### src/rtl/freq_offset_comp.sv
module freq_offset_comp #(
  parameter int FW = 12,
  parameter int MW = 7
) (
  input  logic          clk,
  input  logic          rst_n,
  input  logic [MW-1:0] meas_i,
  input  logic          meas_vld_i,
  input  logic          vdi_i,
  input  logic          strobe_i,
  input  logic [1:0]    mode_i,
  input  logic [1:0]    range_i,
  input  logic          calc_en_i,
  input  logic          out_en_i,
  input  logic          fine_i,
  input  logic [FW-1:0] fword_i,
  output logic [FW-1:0] fword_o,
  output logic [MW-1:0] offset_o,
  output logic          toggle_o,
  output logic          same_o
);
  localparam int SW = FW + 2;
  localparam logic signed [SW-1:0] WMAX = SW'((1 << FW) - 1);

  logic [MW-1:0] last_q, off_q;
  logic phase_q, have_q, vrun_q, once_q, stb_q, tog_q, same_q;

  function automatic logic [MW-1:0] limit(input logic [MW-1:0] v, input logic [1:0] r);
    logic signed [MW-1:0] s, hi, lo;
    s = $signed(v);
    case (r)
      2'b01:   begin hi = MW'(15); lo = -MW'(16); end
      2'b10:   begin hi = MW'(7);  lo = -MW'(8);  end
      2'b11:   begin hi = MW'(3);  lo = -MW'(4);  end
      default: begin hi = {1'b0, {(MW-1){1'b1}}}; lo = {1'b1, {(MW-1){1'b0}}}; end
    endcase
    if (s > hi) return hi;
    if (s < lo) return lo;
    return v;
  endfunction

  wire take    = meas_vld_i & calc_en_i;
  wire cyc_end = take & (~fine_i | phase_q);
  wire match   = have_q & (meas_i == last_q);
  wire auto_ok = cyc_end & vrun_q & vdi_i & match;
  wire stb_up  = strobe_i & ~stb_q;

  always_ff @(posedge clk or negedge rst_n) begin
    if (!rst_n) begin
      last_q <= '0; off_q <= '0; phase_q <= 1'b0; have_q <= 1'b0;
      vrun_q <= 1'b0; once_q <= 1'b0; stb_q <= 1'b0; tog_q <= 1'b0; same_q <= 1'b0;
    end else begin
      stb_q   <= strobe_i;
      phase_q <= fine_i & (phase_q ^ take);
      if (cyc_end) begin
        tog_q  <= ~tog_q;
        same_q <= match;
        have_q <= 1'b1;
        last_q <= meas_i;
        vrun_q <= 1'b1;
      end else begin
        vrun_q <= vrun_q & vdi_i;
      end
      case (mode_i)
        2'b00: if (stb_up) off_q <= limit(last_q, range_i);
        2'b01: if (auto_ok && !once_q) begin
                 off_q  <= limit(meas_i, range_i);
                 once_q <= 1'b1;
               end
        2'b10: if (!vdi_i) off_q <= '0;
               else if (auto_ok) off_q <= limit(meas_i, range_i);
        default: if (auto_ok) off_q <= limit(meas_i, range_i);
      endcase
    end
  end

  wire signed [SW-1:0] sum = $signed({2'b00, fword_i}) + SW'($signed(off_q));

  assign fword_o  = !out_en_i ? fword_i :
                    (sum < 0) ? '0 :
                    (sum > WMAX) ? FW'(WMAX) : sum[FW-1:0];
  assign offset_o = off_q;
  assign toggle_o = tog_q;
  assign same_o   = same_q;
endmodule


### config.mk
export PLATFORM = sky130hd
export DESIGN_NAME = freq_offset_comp
export DESIGN_NICKNAME = d
export VERILOG_FILES = /design/src/rtl/freq_offset_comp.sv
export SDC_FILE = /design/constraint.sdc
export NUM_CORES = 1
export LEC_CHECK = 0
export ABC_AREA = 0
export CAP_MARGIN = 25
export CORE_ASPECT_RATIO = 0.75
export CORE_MARGIN = 2
export CORE_UTILIZATION = 40
export CTS_CLUSTER_SIZE = 28
export DETAILED_ROUTE_END_ITERATION = 7
export DONT_BUFFER_PORTS = 1
export PLACE_DENSITY = 0.64
export SYNTH_ARGS = -nofsm -noshare
export SYNTH_HDL_FRONTEND = slang
export SYNTH_SLANG_ARGS = --single-unit
### constraint.sdc
create_clock -name clk -period 6.25 [get_ports clk]
set_input_delay 0.625 -clock clk [delete_from_list [all_inputs] [get_ports clk]]
set_output_delay 0.625 -clock clk [all_outputs]
set_load 0.005 [all_outputs]
==> results_dict.tcl, run 1 <==
set metrics [dict create \
    ys_ff_latch 21 \
    area_delta_synth_final_pct 2.96 \
    postCtsSetupBuffers 0 \
    crit_fanout 13 \
    yosys-top-cells-area "dfrtp_1 20%, ha_1 15%, mux2_2 5.2%, nor2_1 4.9%, xnor2_1 4.7%" \
    rsz0062_at_grt "no" \
    crit_chain "ha_1 > a21o_2 > nor2_1 > a21oi_4 > o22a_1 > xnor2_4 > a311oi_1" \
    drive_gt1_share_pct 10.0 \
    avgSynthCellArea_um2 8.30 \
    overflow 0 \
    drt_iter0_markers 169 \
    gp_congestion 0.902 \
    port_buffers 0 \
    pwr-share-seq_pct 27.0 \
    min_path_type "in2async" \
    place_ws_ns 2.82 \
    critPathArrivalTime_ns 2.95 \
    ys_types 55 \
    yosys.area.top_type "dfrtp_1" \
    n_fill_cell 629 \
    hold_violations 0 \
    core_um2 6320 \
    routed_wl_um 6540 \
    yosysMostFrequentCell "nor2_1" \
    power_density_nw_per_um2 283 \
    fin_tns_setup_ns 0 \
    htreeDepth 1 \
    clock_skew_ns 0.00276 \
    antenna_found_initial 0 \
    setup_slack_ns 2.67 \
    cts_tree "done" \
    switchingPower_mw 0.356 \
    r2r_slack_ns 3.69 \
    cts.clk_slew.worst_paths_ns 0.08 \
    cts-root-buf "clkbuf_8" \
    period_minus_slack_ns 3.58 \
    netlist_top_cells_count "34 x nor2_1, 31 x ha_1, 27 x inv_1" \
    grt_max_degree 22 \
    synth_top_cell_area_share_pct 20.0 \
    dieWidth_um 97.5 \
    die-area_um2 7230 \
    fin_crit_sh_pct 57.3 \
    critical_path_class "reg2out" \
    maxCapViolCount 0 \
    setup_viol 0 \
    rr_endpoint "offset_o[4]" \
    yosysWarnings 0 \
    intPower_mw 0.407 \
    power_frac_comb_pct 60.7 \
    async_flop_share_pct 100 \
    wl_per_cell_um 16.7 \
    synth-edff-count 0 \
    slowest_stage "dfrtp_1" \
    crit_path_end_kind "output pin" \
    start_util_pct 41.5 \
    mappedNetlistNets 379 \
    drt-pass1-iter-count 4 \
    grt_pass1_wl_um 10800 \
    multi_input_area_um2 1920 \
    synthesis.instances 316 \
    clock.fmax_mhz 279 \
    cts_resized 0 \
    r2r_start "last_q[3]" \
    worstSetupStartpointType "flip-flop" \
    grt_pass1_vias 2170 \
    vias 2285 \
    clockPowerShare_pct 12.3 \
    cts_buffers 3 \
    cpPeakStageDelay_ns 0.75 \
    vdd_drop_max_v 0.000149 \
    ant_nets 0 \
    cpLargestDelayFamily "compound AO/OA/AOI/OAI gates" \
    synth_area_um2 2620 \
    regArea_um2 526 \
    die_h_um 74.1 \
    io-pin-count 52 \
    worst_slew_pin_slew_ns 0.715 \
    status "complete, no violations" \
    worst-path-buf-inv 0 \
    cts_buffer_depth 2 \
    max-slew-margin-rel_pct 52.3 \
    r2r_cells 12 \
    ys_seq_area_share_pct 20.0 \
    synth-main-ff-cell "dfrtp_1" \
    crit_required_ns 5.62 \
    cts.sink_count 21 \
    drcViolationCount 0 \
    critPathLaunch "offset_o[6]" \
    hold_buffers 0 \
    n_antenna_cell 0 \
    hpwl_um 5290 \
    leakage_nw 1.16 \
    slew_viol_final 0 \
    rows 25 \
    netSwitchingFraction_pct 46.6 \
    viasPerCell 5.84 \
    grt_use_total_pct 18.2 \
    clock_latency_ns 0.27 \
    fin_nets 374 \
]
[worst reg2reg max path, cell delays in order (launching register included)]
cell and delay, ns:
dfrtp_1 0.46, ha_1 0.33, a21oi_1 0.13, nor2_1 0.06, nor2_1 0.08, nor2_1 0.04, o21ai_0 0.20, ha_1 0.35
o21ai_0 0.14, o21ai_0 0.11, mux2i_1 0.15, o22ai_1 0.12, mux2_2 0.29
[cell families after synthesis]
| logic type | count (synthesis) | share of synthesized area, % |
|---|---|---|
| simple gates | 99 | 18.9 |
| compound gates | 90 | 24.2 |
| buf+inv | 37 | 6.63 |
| fa+ha+maj | 32 | 15.6 |
| mux | 21 | 8.59 |
| flops | 21 | 20.0 |
| xor+xnor | 16 | 6.06 |
[how the worst max path moves through the flow]
stage,to,cells past startpoint
floorplan,fword_o[0],10
global placement,fword_o[0],9
detailed placement,fword_o[10],9
CTS,fword_o[10],7
global route,fword_o[10],7
finish,fword_o[10],7
[per-stage QoR]
stage	std cells	hold slack, ns	cell area [um^2]	utilization, %	power [mW]
3_3_place_gp	387	0.330	2650	42.0	0.653
5_1_grt	391	0.0182	2700	42.7	0.835
2_1_floorplan	316	0.329	2620	-	0.586
3_5_place_dp	387	0.330	2650	42.0	0.664
6_report	391	0.0416	2700	42.7	0.763
4_1_cts	391	0.0366	2700	42.7	0.761
[routing by layer]
layer	share of wire [%]	global-route usage, %	wire, um	vias up
li1	-	-	-	1137
met1	50	26.6	3270	1087
met2	43	28.4	2800	59
met3	7.0	4.79	460	2
met4	0.18	1.39	12	0
met5	0	0	0	-
[state kept, by name, indices dropped and copies added, names as in the netlist]
| name | flops |
|---|---|
| once_q | 1 |
| last_q | 7 |
| toggle_o | 1 |
| stb_q | 1 |
| phase_q | 1 |
| vrun_q | 1 |
| offset_o | 7 |
| same_o | 1 |
| have_q | 1 |
[cell usage in the layout (no fill, tap or decap), drive strengths merged, types with 2 or more instances in the layout]
cell     netlist  layout
mux2i          9       9
o211ai         3       3
clkbuf         2       3
o22a           2       2
xnor2         15      15
nand4          5       5
or2            4       4
nand2         18      18
nor3           6       6
nand4b         2       2
nand2b        10      10
a21boi         3       3
a21oi         24      24
a31oi          2       2
o2111ai        2       2
mux2          12      12
nor2          34      34
a21o           9       9
o21ai         19      19
o221ai         8       8
o22ai          5       5
ha            31      31
inv           27      27
nand3          7       7
nor4           3       3
and3           2       2
and2           5       5
a311oi         6       6
dfrtp         21      21
[cell type report]
type / count / share of cell area [%]
sequential: 21 / 19.5
tap: 81 / 3.75
clock inverter: 1 / 0.278
clock buffer: 3 / 1.53
multi-input combinational: 258 / 71.2
inverter: 27 / 3.75
[power groups by stage]
stage	logic, mW	registers [mW]	clock network (mW)
3_5_place_dp	0.454	0.210	0
4_1_cts	0.459	0.207	0.0956
3_3_place_gp	0.445	0.209	0
6_report	0.463	0.206	0.0939
5_1_grt	0.518	0.212	0.105
2_1_floorplan	0.392	0.194	0
Power figures use the tool's default switching activity.
==> inputs of run 2 (changes only) <==
- ABC_AREA: 0 -> 1
- clock period: 6.25 -> 3.33 ns (I/O delays scaled with it)
==> run 2 against run 1 <==
Routed wire length grew 0.89%. Cell count grew 24%. Clock power grew 91%. Critical path depth grew 3. Largest cell class unchanged. Register-to-register slack lost 2.7 ns.
==> results_dict.tcl, run 2 <==
set metrics [dict create \
    crit_chain "ha_1 > nand2_1 > nand2_1 > inv_1 > nand2_1 > a21oi_1 > nand3_1 > a21oi_2 > nand2_1 > nand2_1" \
    core_um2 6190 \
    cpLargestDelayFamily "compound AO/OA/AOI/OAI gates" \
    die-area_um2 6960 \
    critical_path_class "reg2out" \
    clock_skew_ns 0.00415 \
    place_area_um2 2580 \
    cts_buffers 3 \
    leakage_nw 1.44 \
    rows 25 \
    grt_pass1_wl_um 10800 \
    ys_seq_area_share_pct 20.9 \
    r2r_cells 12 \
    place_ws_ns 0.363 \
    drt-pass1-iter-count 6 \
    routed_wl_um 6600 \
    stdcell_area_um2 2660 \
    synth_area_um2 2520 \
    grt_pass1_vias 2242 \
    fin_tns_setup_ns 0 \
    whs_path_depth 0 \
    dieWidth_um 95.7 \
    grt_use_total_pct 19.7 \
    layout.cells.most_common "nand2_1" \
    grt_busiest_layer "met1" \
    async_flop_share_pct 100 \
    min_path_type "in2reg" \
    max-slew-margin-rel_pct 56.4 \
    vias 2534 \
    drcViolationCount 0 \
    cts.sink_count 21 \
    cts_tree "done" \
    rr_endpoint "offset_o[4]" \
    hold_end "stb_q" \
    viasPerCell 5.25 \
    hpwl_um 5280 \
    worst-path-buf-inv 1 \
    cts.clk_slew.worst_paths_ns 0.09 \
    yosysMostFrequentCell "nand2_1" \
    cts_resized 0 \
    yosysWarnings 0 \
    htreeDepth 1 \
    ant_nets 0 \
    ys_ff_latch 21 \
    ys_types 34 \
    setup_viol 0 \
    synth_top_cell_area_share_pct 22.0 \
    fin_nets 466 \
    synth-edff-count 0 \
    finalPower_mw 1.17 \
    vdd_drop_max_v 0.000209 \
    worst_slew_pin_slew_ns 0.650 \
    die_h_um 72.7 \
    placed_cells 477 \
    critPathArrivalTime_ns 2.61 \
    fin_crit_sh_pct 88.4 \
    setup_slack_ns 0.387 \
    period_minus_slack_ns 2.94 \
    maxCapViolCount 0 \
    drt_iter0_markers 160 \
    hold_violations 0 \
    io-pin-count 52 \
    cp_common_cell "nand2_1" \
    antenna_found_initial 0 \
    port_buffers 0 \
    rsz0062_at_grt "no" \
    final_cell_mix "148 x nand2_1, 44 x inv_1, 32 x nor2_1" \
    grt_max_degree 22 \
    avgSynthCellArea_um2 6.27 \
    clock_latency_ns 0.27 \
    cts-root-buf "clkbuf_8" \
    met1_usage_pct 31.3 \
    gr-usage-met2_pct 28.3 \
    power_density_nw_per_um2 438 \
    drive_gt1_share_pct 5.47 \
    netlist_top_cells_count "148 x nand2_1, 44 x inv_1, 32 x nor2_1" \
    crit_fanout 12 \
    worstSetupStartpointType "flip-flop" \
    wl_per_cell_um 13.7 \
    yosys-top-cells-area "nand2_1 22%, dfrtp_1 21%, ha_1 15%, inv_1 6.6%, nand3_1 6.2%" \
    mappedNetlistNets 465 \
    n_antenna_cell 0 \
    clock.fmax_mhz 340 \
    grt_util_met3_pct 3.82 \
    r2r_start "last_q[4]" \
    start_util_pct 40.7 \
    overflow 0 \
    cpPeakStageDelay_ns 0.62 \
    crit_required_ns 3.00 \
    hold_buffers 1 \
    gp_congestion 0.982 \
    slew_viol_final 0 \
    crit_path_end_kind "output pin" \
    fin_util_pct 43.0 \
    hold_slack_ns 0.0890 \
    status "complete, no violations" \
    r2r_slack_ns 1.03 \
    slowest_stage "dfrtp_1" \
    area_delta_synth_final_pct 5.71 \
    hold_start "strobe_i" \
    yosys.area.top_type "nand2_1" \
    postCtsSetupBuffers 0 \
    cts_buffer_depth 2 \
    synth-main-ff-cell "dfrtp_1" \
    instances_no_fill 483 \
    synthesis.instances 402 \
]
==> run 2: cell types whose count changed after synthesis, sizes merged, moves of 8 or more <==
cell	delta
o221ai	-8
mux2	-12
nand2	+137
inv	+18
o21ai	+15
nand2b	-10
nand3	+25
a21o	-9
mux2i	-9
xnor2	-10
==> run 2: layer usage <==
layer / part of all wire (%) / vias up / wire [um]
met5: 0 / - / 0
met4: 0.79 / 0 / 52
met3: 8.5 / 10 / 558
met2: 40 / 101 / 2610
met1: 51 / 1132 / 3370
li1: - / 1291 / -
==> run 2: worst register-to-register path: cells and delay by family, from the launching register on <==
| family | cells | cell delay, ns |
|---|---|---|
| and+or+nand+nor | 6 | 0.42 |
| adders and majority gates | 2 | 0.80 |
| DFF | 1 | 0.47 |
| AOI/OAI and AO/OA | 4 | 0.51 |
==> run 2: cell type report <==
type | instances | area [um^2]
multi-input cells | 330 | 1780
repair buffers | 2 | 37.5
inverters | 45 | 169
flip-flops and latches | 21 | 526
fillers | 658 | 3530
well taps | 81 | 101
clock buffers | 3 | 41.3
clock inverters | 1 | 7.51
==> run 2: power by group <==
part	internal (mW)	switching (mW)	leakage (nW)
logic	0.235	0.399	1.16
registers	0.297	0.0573	0.260
clock network	0.0847	0.0945	0.0217
==> run 2: cell families after synthesis <==
kind of cell / after synthesis / share of synthesized area, %
DFF: 21 / 20.9
xor gates and xnor gates: 10 / 3.48
and+or+nand+nor: 231 / 38.5
adders and majority gates: 32 / 16.2
buffers and inverters: 51 / 8.44
AOI/OAI and AO/OA: 57 / 12.6
==> run 2: how the worst max path moves through the flow <==
stage	start	cells past startpoint	endpoint	slack, ns
2_1_floorplan	range_i[0]	15	offset_o[3]	0.85
3_3_place_gp	range_i[0]	14	offset_o[3]	0.42
3_5_place_dp	range_i[0]	14	offset_o[5]	0.36
4_1_cts	offset_o[6]	10	fword_o[11]	0.34
5_1_grt	offset_o[6]	10	fword_o[11]	0.13
6_report	offset_o[6]	10	fword_o[0]	0.39
